<file path="src/rtl/ppe_pkg.sv">
package ppe_pkg;
  typedef enum logic {
    KIND_ARRAY  = 1'b0,
    KIND_STATUS = 1'b1
  } wr_kind_e;
endpackage

</file>
<file path="src/rtl/ppe_collect.sv">
module ppe_collect
  import ppe_pkg::*;
#(
  parameter int ADDR_W     = 10,
  parameter int PAGE_BYTES = 16
) (
  input  logic                              clk,
  input  logic                              rst_n,
  input  logic                              busy_i,
  input  logic                              seq_start_i,
  input  logic                              seq_is_status_i,
  input  logic [ADDR_W-1:0]                 seq_addr_i,
  input  logic                              rx_valid_i,
  input  logic [7:0]                        rx_byte_i,
  input  logic                              desel_i,
  input  logic [2:0]                        desel_bits_i,
  output logic                              commit_o,
  output wr_kind_e                          kind_o,
  output logic [ADDR_W-$clog2(PAGE_BYTES)-1:0] page_o,
  output logic [PAGE_BYTES-1:0]             be_o,
  output logic [PAGE_BYTES*8-1:0]           data_o,
  output logic [7:0]                        sr_byte_o
);
  localparam int PAGE_AW = $clog2(PAGE_BYTES);
  localparam int PAGE_W  = ADDR_W - PAGE_AW;
  localparam logic [PAGE_AW-1:0] OFF_MAX = PAGE_AW'(PAGE_BYTES - 1);

  logic               active_q, active_d;
  wr_kind_e           kind_q, kind_d;
  logic [PAGE_W-1:0]  page_q, page_d;
  logic [PAGE_AW-1:0] off_q, off_d;
  logic [1:0]         cnt_q, cnt_d;
  logic [7:0]         sr_q, sr_d;

  logic start_go, take, close;
  assign start_go = !busy_i && seq_start_i;
  assign take     = !busy_i && active_q && !seq_start_i && rx_valid_i;
  assign close    = !busy_i && active_q && !seq_start_i && desel_i;

  always_comb begin
    active_d = active_q;
    kind_d   = kind_q;
    page_d   = page_q;
    off_d    = off_q;
    cnt_d    = cnt_q;
    sr_d     = sr_q;
    if (start_go) begin
      active_d = 1'b1;
      kind_d   = seq_is_status_i ? KIND_STATUS : KIND_ARRAY;
      page_d   = seq_addr_i[ADDR_W-1:PAGE_AW];
      off_d    = seq_addr_i[PAGE_AW-1:0];
      cnt_d    = 2'd0;
    end else begin
      if (take) begin
        off_d = off_q + 1'b1;
        if (cnt_q != 2'd2) cnt_d = cnt_q + 2'd1;
        if (kind_q == KIND_STATUS) sr_d = rx_byte_i;
      end
      if (close) active_d = 1'b0;
    end
  end

  always_ff @(posedge clk or negedge rst_n) begin
    if (!rst_n) begin
      active_q <= 1'b0;
      kind_q   <= KIND_ARRAY;
      page_q   <= '0;
      off_q    <= '0;
      cnt_q    <= 2'd0;
      sr_q     <= 8'h00;
    end else begin
      active_q <= active_d;
      kind_q   <= kind_d;
      page_q   <= page_d;
      off_q    <= off_d;
      cnt_q    <= cnt_d;
      sr_q     <= sr_d;
    end
  end

  // one register lane per page byte, with its own write flag
  for (genvar g = 0; g < PAGE_BYTES; g++) begin : g_lane
    logic       hit_q;
    logic [7:0] byte_q;
    logic       lane_wr;
    assign lane_wr = take && (kind_q == KIND_ARRAY) && (off_q == PAGE_AW'(g));
    always_ff @(posedge clk or negedge rst_n) begin
      if (!rst_n) begin
        hit_q  <= 1'b0;
        byte_q <= 8'h00;
      end else if (start_go) begin
        hit_q  <= 1'b0;
      end else if (lane_wr) begin
        hit_q  <= 1'b1;
        byte_q <= rx_byte_i;
      end
    end
    assign be_o[g]         = hit_q;
    assign data_o[g*8 +: 8] = byte_q;
  end

  assign commit_o = close && (desel_bits_i == 3'd0) &&
                    ((kind_q == KIND_STATUS) ? (cnt_d == 2'd1) : (cnt_d != 2'd0));
  assign kind_o    = kind_q;
  assign page_o    = page_q;
  assign sr_byte_o = sr_q;

  AST_OFFSET_WRAP: assert property (@(posedge clk) disable iff (!rst_n)
    (take && off_q == OFF_MAX) |=> (off_q == '0));
  AST_BUFFER_FROZEN: assert property (@(posedge clk) disable iff (!rst_n)
    busy_i |=> ($stable(be_o) && $stable(data_o) && $stable(sr_byte_o)));
  AST_NO_OPEN_WHILE_BUSY: assert property (@(posedge clk) disable iff (!rst_n)
    (busy_i && !active_q) |=> !active_q);
endmodule

</file>
<file path="src/rtl/ppe_timer.sv">
module ppe_timer
  import ppe_pkg::*;
#(
  parameter int CYCLE_CLKS = 1000000
) (
  input  logic     clk,
  input  logic     rst_n,
  input  logic     commit_i,
  input  wr_kind_e kind_i,
  output logic     busy_o,
  output logic     done_o,
  output wr_kind_e kind_o
);
  localparam int CNT_W = (CYCLE_CLKS > 1) ? $clog2(CYCLE_CLKS) : 1;
  localparam logic [CNT_W-1:0] LAST = CNT_W'(CYCLE_CLKS - 1);

  logic             busy_q, busy_d;
  logic [CNT_W-1:0] cnt_q, cnt_d;
  wr_kind_e         kind_q, kind_d;

  assign done_o = busy_q && (cnt_q == LAST);

  always_comb begin
    busy_d = busy_q;
    cnt_d  = cnt_q;
    kind_d = kind_q;
    if (!busy_q) begin
      if (commit_i) begin
        busy_d = 1'b1;
        cnt_d  = '0;
        kind_d = kind_i;
      end
    end else if (done_o) begin
      busy_d = 1'b0;
      cnt_d  = '0;
    end else begin
      cnt_d = cnt_q + 1'b1;
    end
  end

  always_ff @(posedge clk or negedge rst_n) begin
    if (!rst_n) begin
      busy_q <= 1'b0;
      cnt_q  <= '0;
      kind_q <= KIND_ARRAY;
    end else begin
      busy_q <= busy_d;
      cnt_q  <= cnt_d;
      kind_q <= kind_d;
    end
  end

  assign busy_o = busy_q;
  assign kind_o = kind_q;

  AST_BUSY_HOLDS: assert property (@(posedge clk) disable iff (!rst_n)
    (busy_o && !done_o) |=> busy_o);
  AST_BUSY_FROM_COMMIT: assert property (@(posedge clk) disable iff (!rst_n)
    $rose(busy_o) |-> $past(commit_i));
  AST_DONE_RELEASES: assert property (@(posedge clk) disable iff (!rst_n)
    done_o |=> !busy_o);
endmodule

</file>
<file path="src/rtl/page_prog_engine.sv">
module page_prog_engine
  import ppe_pkg::*;
#(
  parameter int ADDR_W     = 10,
  parameter int PAGE_BYTES = 16,
  parameter int CYCLE_CLKS = 1000000
) (
  input  logic                                  clk,
  input  logic                                  rst_n,
  input  logic                                  seq_start,
  input  logic                                  seq_is_status,
  input  logic [ADDR_W-1:0]                     seq_addr,
  input  logic                                  rx_valid,
  input  logic [7:0]                            rx_byte,
  input  logic                                  desel,
  input  logic [2:0]                            desel_bits,
  output logic                                  busy,
  output logic                                  wel_clr,
  output logic                                  arr_we,
  output logic [ADDR_W-$clog2(PAGE_BYTES)-1:0]  arr_page,
  output logic [PAGE_BYTES-1:0]                 arr_be,
  output logic [PAGE_BYTES*8-1:0]               arr_wdata,
  output logic                                  sr_we,
  output logic [7:0]                            sr_wdata
);
  logic     commit, done;
  wr_kind_e req_kind, run_kind;

  ppe_collect #(.ADDR_W(ADDR_W), .PAGE_BYTES(PAGE_BYTES)) u_collect (
    .clk             (clk),
    .rst_n           (rst_n),
    .busy_i          (busy),
    .seq_start_i     (seq_start),
    .seq_is_status_i (seq_is_status),
    .seq_addr_i      (seq_addr),
    .rx_valid_i      (rx_valid),
    .rx_byte_i       (rx_byte),
    .desel_i         (desel),
    .desel_bits_i    (desel_bits),
    .commit_o        (commit),
    .kind_o          (req_kind),
    .page_o          (arr_page),
    .be_o            (arr_be),
    .data_o          (arr_wdata),
    .sr_byte_o       (sr_wdata)
  );

  ppe_timer #(.CYCLE_CLKS(CYCLE_CLKS)) u_timer (
    .clk      (clk),
    .rst_n    (rst_n),
    .commit_i (commit),
    .kind_i   (req_kind),
    .busy_o   (busy),
    .done_o   (done),
    .kind_o   (run_kind)
  );

  assign wel_clr = done;
  assign arr_we  = done && (run_kind == KIND_ARRAY);
  assign sr_we   = done && (run_kind == KIND_STATUS);

  AST_STROBE_IN_CYCLE: assert property (@(posedge clk) disable iff (!rst_n)
    (arr_we || sr_we) |-> (busy && wel_clr));
  AST_SINGLE_TARGET: assert property (@(posedge clk) disable iff (!rst_n)
    $onehot0({arr_we, sr_we}));
endmodule

</file>
<file path="config.mk">
export PLATFORM = sky130hd
export DESIGN_NAME = page_prog_engine
export DESIGN_NICKNAME = d
export VERILOG_FILES = /design/src/rtl/ppe_pkg.sv /design/src/rtl/ppe_collect.sv /design/src/rtl/ppe_timer.sv /design/src/rtl/page_prog_engine.sv
export SDC_FILE = /design/constraint.sdc
export NUM_CORES = 1
export LEC_CHECK = 0
export CAP_MARGIN = 20
export CORE_MARGIN = 2
export CORE_UTILIZATION = 50
export CTS_BUF_LIST = sky130_fd_sc_hd__clkbuf_2
export DETAILED_ROUTE_END_ITERATION = 8
export GPL_TIMING_DRIVEN = 1
export PLACE_DENSITY = 0.81
export SKIP_LAST_GASP = 1
export SYNTH_ARGS = -nofsm -noshare
export SYNTH_HDL_FRONTEND = slang
export SYNTH_SLANG_ARGS = --single-unit
</file>
<file path="constraint.sdc">
create_clock -name clk -period 5.9 [get_ports clk]
set_clock_uncertainty 0.1 [all_clocks]
set_input_delay 1.475 -clock clk [delete_from_list [all_inputs] [get_ports clk]]
set_output_delay 1.475 -clock clk [all_outputs]
set_load 0.03 [all_outputs]
</file>
==> impl_metrics.yaml, run 1 <==
critical_path:
  endpoint_kind: "primary output"
  crit_buf_inv: 1
  cp_num_cells: 7
  arrival_ns: 3.05
  r2r_cells: 6
  critPathMaxFanout: 4
  cp_top_family: "simple AND/OR/NAND/NOR gates"
  required_ns: 4.32
  crit_slowest_cell: "clkdlybuf4s50_1"
  crit_type: "flop to primary output"
  max_stage_delay_ns: 0.67
  cp-start-kind: "flop"
  crit_chain: "ha_1 -> and3_1 -> nand4_1 -> nor3_1 -> nand2_1 -> nor2_1 -> clkdlybuf4s50_1"
power_and_ir_drop:
  power_mw: 2.00
  power_frac_comb_pct: 3.1
  vdd_drop_max_mv: 0.155
  power_switching_uw: 490
  p_leak_nw: 4.91
  powerDensity_nw_per_um2: 200
  seqPwrFrac_pct: 64.7
  switching_share_pct: 24.5
  pwr-share-clk_pct: 32.2
  p_int_mw: 1.51
die:
  start_util_pct: 51.2
  rows: 45
  num_io_pins: 189
  die_area_um2: 16600
  die_w_um: 129
  coreArea_um2: 15200
  die_h_um: 129
logic_synthesis:
  synthXorXnorAreaFrac_pct: 0.450
  synth_warnings: 0
  synthCells: 569
  ys_types: 48
  synth_edf_count: 0
  synth_top_family_by_area: "multiplexers"
  syn_avg_cell_area_um2: 13.7
  synth_fa_ha_area_share_pct: 0.965
  yosysSeqAreaShare_pct: 60.5
  syn_nets: 602
  synthMuxAreaShare_pct: 21.0
  synthSimpleGateAreaFrac_pct: 8.57
  yosys-top-cells-area: "dfrtp_1 (60%), mux2_2 (21%), buf_4 (1.6%)"
  yosysTopAreaCellShare_pct: 60.5
  syn-cell-area_um2: 7780
  synth_top_area_cell: "dfrtp_1"
  synth_seq_cells: 188
  synth_compound_area_share_pct: 5.34
  async_flop_share_pct: 100
  synth_flop_cell: "dfrtp_1"
timing:
  final_max_slew_viol_count: 0
  setup_tns_ns: 0
  report.final.setup_viol: 0
  relSlewSlack_pct: 31.6
  grt_setup_unrepaired: "no"
  post-route-period-util_pct: 78.3
  fmax_mhz: 216
  finalHoldViolCount: 0
  min_period_ns: 4.62
  tightest_slew_ns: 1.02
grt:
  gr-total-overflow: 0
  grt_max_degree: 104
  grt.total_usage_pct: 25.0
  grt_pass1_wl_mm: 31.1
  grt_pass1_vias: 5614
  antenna_found_initial: 1
cts:
  cts_setup_buffers: 0
  clkTransAtPathRegs_ns: 0.25
  cts_resized: 0
  cts_tree: "built"
  cts_made_buffers: 17
  htreeDepth: 4
  clock_latency_ns: 0.75
  cts.sinks: 188
  root_buffer: "clkbuf_2"
  cts_buffer_depth: 2
  holdBufCountCts: 0
detailed_routing:
  drc: 0
  drtIter0Drc: 315
  viasPerCell: 5.63
  drt_pass1_iterations: 4
  avgRoutedWirePerCell_um: 21.1
  wl_mm: 20.0
  via_count: 5331
  ant_nets: 0
min_path:
  hold_path_class: "flop to flop"
  holdPathStages: 1
placement:
  io_buffers: 188
  dp_hpwl_mm: 14.0
  place_congestion: 0.797
final_layout:
  nets: 778
  area_growth_pct: 28.0
  drive_gt1_share_pct: 25.3
outcome:
  status: "completed"
job:
  cap_viol_max_count: 0
[power groups by stage]
stage | Clock [mW] | Combinational (mW) | Sequential (mW)
3_5_place_dp | 0 | 0.0634 | 1.31
6_report | 0.642 | 0.0614 | 1.29
3_3_place_gp | 0 | 0.0618 | 1.31
4_1_cts | 0.652 | 0.0635 | 1.29
5_1_grt | 0.707 | 0.0694 | 1.29
2_1_floorplan | 0 | 0.00678 | 1.31
[cells in the final DEF (no fill, tap or decap), types with 14 or more instances in the layout]
cell	instances
and3_1	15
clkbuf_2	18
mux2_2	144
dfrtp_1	188
clkdlybuf4s50_1	187
a21o_1	14
nor2_1	18
nand2_1	28
[registers in the layout, indices dropped and copies added (netlist names)]
| signal | cells |
|---|---|
| u_collect.page_o | 6 |
| u_timer.kind_o | 1 |
| u_collect.kind_o | 1 |
| u_collect.g_lane.hit_q | 16 |
| u_timer.cnt_q | 20 |
| u_collect.cnt_q | 2 |
| u_collect.g_lane.byte_q | 128 |
| u_collect.active_q | 1 |
| u_collect.sr_byte_o | 8 |
| u_collect.off_q | 4 |
| u_timer.busy_o | 1 |
[synthesized netlist by cell type, types with 3 or more instances]
cell type,count
a211o_1,11
a21o_1,14
a21oi_1,9
a31oi_1,3
and2_1,6
and3_1,15
and4_1,4
buf_4,17
clkbuf_1,15
dfrtp_1,188
ha_1,6
inv_1,9
mux2_2,144
nand2_1,28
nand3_1,11
nand4_1,8
nor2_1,18
nor2_2,6
nor3_1,11
o21ai_0,5
or2_2,3
xor2_1,3
[final timing paths]
kind,startpoint,to,slack (ns)
min in group asynchronous,rst_n,u_collect.off_q[0]$_DFFE_PN0P_,0.70
setup / recovery,u_timer.cnt_q[0]$_DFFE_PN0P_,arr_we,1.28
hold reg to reg,u_collect.g_lane[4].hit_q$_DFFE_PN0P_,u_collect.g_lane[4].hit_q$_DFFE_PN0P_,0.42
hold / removal,u_collect.g_lane[4].hit_q$_DFFE_PN0P_,u_collect.g_lane[4].hit_q$_DFFE_PN0P_,0.42
max in group asynchronous,rst_n,u_timer.cnt_q[19]$_DFFE_PN0P_,3.85
setup reg to reg,u_timer.busy_o$_DFF_PN0_,u_collect.g_lane[12].byte_q[0]$_DFFE_PN0P_,3.15
[stage by stage]
| step | instances | worst slack, ns | hold WS [ns] | instance area (µm²) | utilization (%) |
|---|---|---|---|---|---|
| finish | 947 | 1.28 | 0.419 | 9950 | 65.5 |
| global route | 947 | 1.03 | 0.444 | 9950 | 65.5 |
| CTS | 946 | 1.22 | 0.418 | 9950 | 65.5 |
| detailed placement | 914 | 1.81 | 0.368 | 9720 | 63.9 |
| global placement | 913 | 1.98 | 0.363 | 9710 | 63.9 |
| floorplan | 569 | 2.67 | 0.348 | 7780 | - |
[final cells by class]
type	instances	area (µm²)
antenna	1	2.50
clock buffer	18	90.1
clock inverter	14	143
fill	1131	5250
inverter	9	33.8
multi-input combinational	336	2820
sequential	188	4700
tap	188	235
timing repair buffer	193	1920
[per-layer routing]
layer | global-route usage [%] | vias up | part of all wire, %
li1 | - | 2379 | -
met1 | 31.5 | 2755 | 41
met2 | 40.5 | 174 | 49
met3 | 8.65 | 23 | 7.6
met4 | 8.57 | 0 | 1.8
met5 | 0 | - | 0
[cell families after synthesis]
logic type               Yosys count
multiplexers                     145
AND/OR/NAND/NOR                  125
XOR/XNOR                           4
buffers and inverters             45
flip-flops                       188
AO/OA/AOI/OAI                     56
adder cells (fa/ha/maj)            6
(Power assumes the default switching activity.)
==> run 2: changes to the inputs <==
==> constraint.sdc (replaced) <==
create_clock -name clk -period 4.8 [get_ports clk]
set_clock_uncertainty 0.1 [all_clocks]
set_input_delay 1.2 -clock clk [delete_from_list [all_inputs] [get_ports clk]]
set_output_delay 1.2 -clock clk [all_outputs]
set_load 0.03 [all_outputs]
==> run 2 against run 1 <==
Compared with the run above:
- design area up 0.48%
- setup slack got worse by 0.84 ns
- largest cell class unchanged
- sequential cell count did not move
- via count rose by 0.19%
- register-to-register slack worse by 1.0 ns
- critical path depth unchanged
- worst hold slack worse by 0.062 ns
- sequential share of layout area is 0.22 points lower
==> impl_metrics.yaml, run 2 (synthesis gave the netlist of run 1 again) <==
die:
  num_io_pins: 189
  die_area_um2: 16600
  die_w_um: 129
  rows: 45
  die_h_um: 129
  coreArea_um2: 15200
  start_util_pct: 51.2
timing:
  post-route-period-util_pct: 90.8
  final_max_slew_viol_count: 0
  min_period_ns: 4.36
  finalHoldViolCount: 0
  setup_tns_ns: 0
  grt_setup_unrepaired: "no"
  tightest_slew_ns: 1.01
  relSlewSlack_pct: 32.4
  report.final.setup_viol: 0
  fmax_mhz: 229
final_layout:
  drive_gt1_share_pct: 25.3
  top_register: "u_collect.g_lane.byte_q"
  biggestRegsByFlops: "u_collect.g_lane.byte_q x128, u_timer.cnt_q x20, u_collect.g_lane.hit_q x16"
  area_growth_pct: 28.6
  final_cell_mix: "dfrtp_1 (188), clkdlybuf4s50_1 (187), mux2_2 (144), nand2_1 (28)"
  final_common_cell: "dfrtp_1"
  largest_register_ffs: 128
  final_util_pct: 65.8
  nets: 780
cts:
  holdBufCountCts: 0
  clkTransAtPathRegs_ns: 0.22
  cts.sinks: 188
  cts_resized: 0
  cts_setup_buffers: 0
  cts_buffer_depth: 2
  cts_tree: "built"
  htreeDepth: 4
  root_buffer: "clkbuf_2"
  cts_made_buffers: 17
  clock_latency_ns: 0.75
grt:
  gr-total-overflow: 0
  antenna_found_initial: 1
  grt_max_degree: 100
  grt_pass1_vias: 5571
  grt.total_usage_pct: 25.0
  grt_pass1_wl_mm: 31.0
placement:
  io_buffers: 188
  dp_hpwl_mm: 14.0
  place_congestion: 0.809
outcome:
  status: "completed"
power_and_ir_drop:
  switching_share_pct: 23.0
  seqPwrFrac_pct: 62.8
  vdd_drop_max_mv: 0.168
  power_switching_uw: 580
  p_leak_nw: 4.94
  pwr-share-clk_pct: 34.1
  power_mw: 2.53
  power_frac_comb_pct: 3.0
  p_int_mw: 1.95
  powerDensity_nw_per_um2: 253
critical_path:
  endpoint_kind: "primary output"
  cp-start-kind: "flop"
  required_ns: 3.50
  crit_type: "flop to primary output"
  critPathMaxFanout: 4
  arrival_ns: 3.06
job:
  cap_viol_max_count: 0
detailed_routing:
  avgRoutedWirePerCell_um: 21.2
  wl_mm: 20.1
  drt_pass1_iterations: 4
  via_count: 5341
  drc: 0
  viasPerCell: 5.63
  drtIter0Drc: 303
  ant_nets: 0
min_path:
  hold_path_class: "primary input to async pin"
-- run 2: cell type report --
type,instances,area (µm²)
Antenna cell,1,2.50
Clock buffer,18,90.1
Clock inverter,13,171
Fill cell,1119,5200
Inverter,9,33.8
Multi-Input combinational cell,336,2820
Sequential cell,188,4700
Tap cell,188,235
Timing Repair Buffer,195,1940
-- run 2: path summary, 6_finish.rpt --
| check | from | endpoint | slack (ns) | cells after the start |
|---|---|---|---|---|
| min | rst_n | u_timer.cnt_q[12]$_DFFE_PN0P_ | 0.36 | 1 |
| max | u_timer.cnt_q[1]$_DFFE_PN0P_ | arr_we | 0.44 | 7 |
| max reg2reg | u_timer.busy_o$_DFF_PN0_ | u_collect.g_lane[10].byte_q[0]$_DFFE_PN0P_ | 2.12 | 5 |
| min in group clk | u_collect.g_lane[1].hit_q$_DFFE_PN0P_ | u_collect.g_lane[1].hit_q$_DFFE_PN0P_ | 0.40 | 2 |
| max in group asynchronous | rst_n | u_collect.g_lane[14].byte_q[6]$_DFFE_PN0P_ | 3.19 | 2 |
| min reg2reg | u_collect.g_lane[1].hit_q$_DFFE_PN0P_ | u_collect.g_lane[1].hit_q$_DFFE_PN0P_ | 0.40 | 2 |
-- run 2: layer usage --
metal / up-vias / global-route usage (%) / routed length, µm
li1: 2379 / - / -
met1: 2762 / 31.5 / 8260
met5: - / 0 / 0
met3: 29 / 8.81 / 1550
met4: 0 / 9.02 / 445
met2: 171 / 40.2 / 9800
-- run 2: power by group through the flow --
stage / clock network [mW] / registers (mW) / logic, mW
2_1_floorplan: 0 / 1.61 / 0.00833
3_5_place_dp: 0 / 1.61 / 0.0787
5_1_grt: 0.947 / 1.59 / 0.0863
3_3_place_gp: 0 / 1.61 / 0.0773
4_1_cts: 0.888 / 1.59 / 0.0791
6_report: 0.863 / 1.59 / 0.0766
-- run 2: per-stage QoR --
step           setup slack (ns)  hold WS, ns  instance area (µm²)  std cells
6_report                  0.441        0.357                10000        948
2_1_floorplan              1.84        0.348                 7780        569
3_5_place_dp               1.09        0.364                 9740        916
5_1_grt                   0.259        0.409                10000        948
4_1_cts                   0.380        0.362                10000        947
3_3_place_gp               1.14        0.363                 9730        915
-- run 2: worst max-delay path, cell delays in order (launching register included) --
cell	delay [ns]
dfrtp_1	0.45
ha_1	0.22
and3_1	0.25
nand4_1	0.22
nor3_1	0.29
nand2_1	0.10
nor2_1	0.11
clkdlybuf4s50_1	0.67
==> run 3: changes to the inputs <==
--- a/config.mk
+++ b/config.mk
@@ -6,12 +6,13 @@
 export NUM_CORES = 1
 export LEC_CHECK = 0
 export CAP_MARGIN = 20
+export CORE_ASPECT_RATIO = 2
 export CORE_MARGIN = 2
-export CORE_UTILIZATION = 50
+export CORE_UTILIZATION = 51
 export CTS_BUF_LIST = sky130_fd_sc_hd__clkbuf_2
 export DETAILED_ROUTE_END_ITERATION = 8
 export GPL_TIMING_DRIVEN = 1
-export PLACE_DENSITY = 0.81
+export PLACE_DENSITY = 0.82
 export SKIP_LAST_GASP = 1
 export SYNTH_ARGS = -nofsm -noshare
 export SYNTH_HDL_FRONTEND = slang
==> run 3 against run 2 <==
Compared with the run above:
- power decreased by 3.6%
- combinational power grew 5.0%
- register-to-register slack got worse by 0.02 ns
- design area increased by 0.31%
- critical path type unchanged
- largest cell class unchanged
- largest power group unchanged
- highest routed layer unchanged
==> impl_metrics.yaml, run 3 (synthesis gave the netlist of run 1 again) <==
placement:
  io_buffers: 188
  placedCellCount: 926
  dp_hpwl_mm: 14.4
  place_congestion: 0.857
cts:
  root_buffer: "clkbuf_2"
  clock_latency_ns: 0.75
  holdBufCountCts: 0
  htreeDepth: 4
  clkTransAtPathRegs_ns: 0.27
  cts_resized: 0
  cts_tree: "built"
  cts_buffer_depth: 2
  cts_setup_buffers: 0
  cts_made_buffers: 17
  cts.sinks: 188
detailed_routing:
  ant_nets: 0
  viasPerCell: 5.59
  drt_pass1_iterations: 6
  avgRoutedWirePerCell_um: 20.8
  via_count: 5364
  drtIter0Drc: 423
  drc: 0
  wl_mm: 19.9
timing:
  tightest_slew_ns: 0.815
  min_period_ns: 4.36
  report.final.setup_viol: 0
  grt_setup_unrepaired: "no"
  finalHoldViolCount: 0
  post-route-period-util_pct: 90.8
  hold_ws_ns: 0.182
  fmax_mhz: 229
  relSlewSlack_pct: 45.5
  setup_tns_ns: 0
  final_max_slew_viol_count: 0
critical_path:
  critPathMaxFanout: 8
  crit_type: "flop to primary output"
  endpoint_kind: "primary output"
  required_ns: 3.50
  crit_chain: "nor4b_1 -> nand4_1 -> nor3_1 -> nand2_1 -> nor2_1 -> clkdlybuf4s50_1"
  arrival_ns: 3.06
  cp-start-kind: "flop"
  crit_buf_inv: 1
  max_stage_delay_ns: 0.67
  cp_top_family: "simple AND/OR/NAND/NOR gates"
  crit_slowest_cell: "clkdlybuf4s50_1"
final_layout:
  final_common_cell: "dfrtp_1"
  num-fill-cells: 1062
  final_cell_mix: "dfrtp_1 (188), clkdlybuf4s50_1 (187), mux2_2 (144), nand2_1 (28), nor2_1 (18)"
  area_growth_pct: 29.0
  nets: 784
  multiInputGateArea_um2: 2820
  fin_cells: 960
  biggestRegsByFlops: "u_collect.g_lane.byte_q x128, u_timer.cnt_q x20, u_collect.g_lane.hit_q x16"
  drive_gt1_share_pct: 26.2
  top_register: "u_collect.g_lane.byte_q"
  largest_register_ffs: 128
  final_util_pct: 67.3
  regArea_um2: 4700
die:
  die_area_um2: 16300
  start_util_pct: 52.2
  coreArea_um2: 14900
  die_h_um: 179
  die_w_um: 91.3
  num_io_pins: 189
  rows: 63
grt:
  antenna_found_initial: 1
  grt_pass1_vias: 5681
  grt_max_degree: 114
  grt_pass1_wl_mm: 31.4
  grt.total_usage_pct: 25.3
  gr-total-overflow: 0
power_and_ir_drop:
  power_mw: 2.43
  p_leak_nw: 4.95
  powerDensity_nw_per_um2: 243
  vdd_drop_max_mv: 0.244
outcome:
  status: "completed"
job:
  cap_viol_max_count: 0
min_path:
  hold_path_class: "primary input to async pin"
==> run 3: cell types whose count changed in the layout (fill, tap and decap cells not counted) <==
cell       previous run  this run
clkinv_1              3         0
buf_4                 6         9
inv_8                 0         6
buf_16                0         1
clkinv_8              0         1
bufinv_16             4         0
inv_6                 2         3
clkinv_4              0         3
clkinv_2              3         1
clkbuf_2             18        17
==> run 3: layout make-up <==
type	count	area share, %
inverters	9	0.337
flip-flops and latches	188	46.9
clock inverters	15	1.48
diodes	1	0.0249
multi-input cells	336	28.1
repair buffers	199	19.8
clock buffers	17	0.848
well taps	195	2.43
==> run 3: per-layer routing <==
metal | routed length, µm | up-vias | global-route usage (%) | part of all wire, %
li1 | - | 2384 | - | -
met4 | 607 | 0 | 10.4 | 3.0
met2 | 11100 | 188 | 46.4 | 56
met5 | 0 | - | 0 | 0
met1 | 7270 | 2751 | 28.4 | 36
met3 | 946 | 41 | 5.30 | 4.7
==> run 3: final timing paths <==
| check | endpoint | start | cells past startpoint | slack, ns |
|---|---|---|---|---|
| max | arr_we | u_timer.cnt_q[11]$_DFFE_PN0P_ | 6 | 0.44 |
| min | u_collect.g_lane[0].byte_q[0]$_DFFE_PN0P_ | rst_n | 1 | 0.18 |
| max reg2reg | u_collect.g_lane[12].byte_q[6]$_DFFE_PN0P_ | u_timer.busy_o$_DFF_PN0_ | 6 | 2.10 |
| min reg2reg | u_collect.g_lane[10].hit_q$_DFFE_PN0P_ | u_collect.g_lane[10].hit_q$_DFFE_PN0P_ | 1 | 0.42 |
| max in group asynchronous | u_collect.g_lane[5].byte_q[2]$_DFFE_PN0P_ | rst_n | 3 | 3.23 |
| min in group clk | u_collect.g_lane[10].hit_q$_DFFE_PN0P_ | u_collect.g_lane[10].hit_q$_DFFE_PN0P_ | 1 | 0.42 |
==> run 3: per-stage QoR <==
stage / area (µm²) / setup WS, ns
after floorplan: 7780 / 1.84
after global placement: 9760 / 1.13
after detailed placement: 9770 / 0.986
after CTS: 10000 / 0.380
after global routing: 10000 / 0.235
final: 10000 / 0.442
==> run 3: where the power goes <==
group	internal, mW	switching [mW]
combinational	0.0240	0.0564
sequential	1.59	0
clock	0.171	0.595
total	1.78	0.651
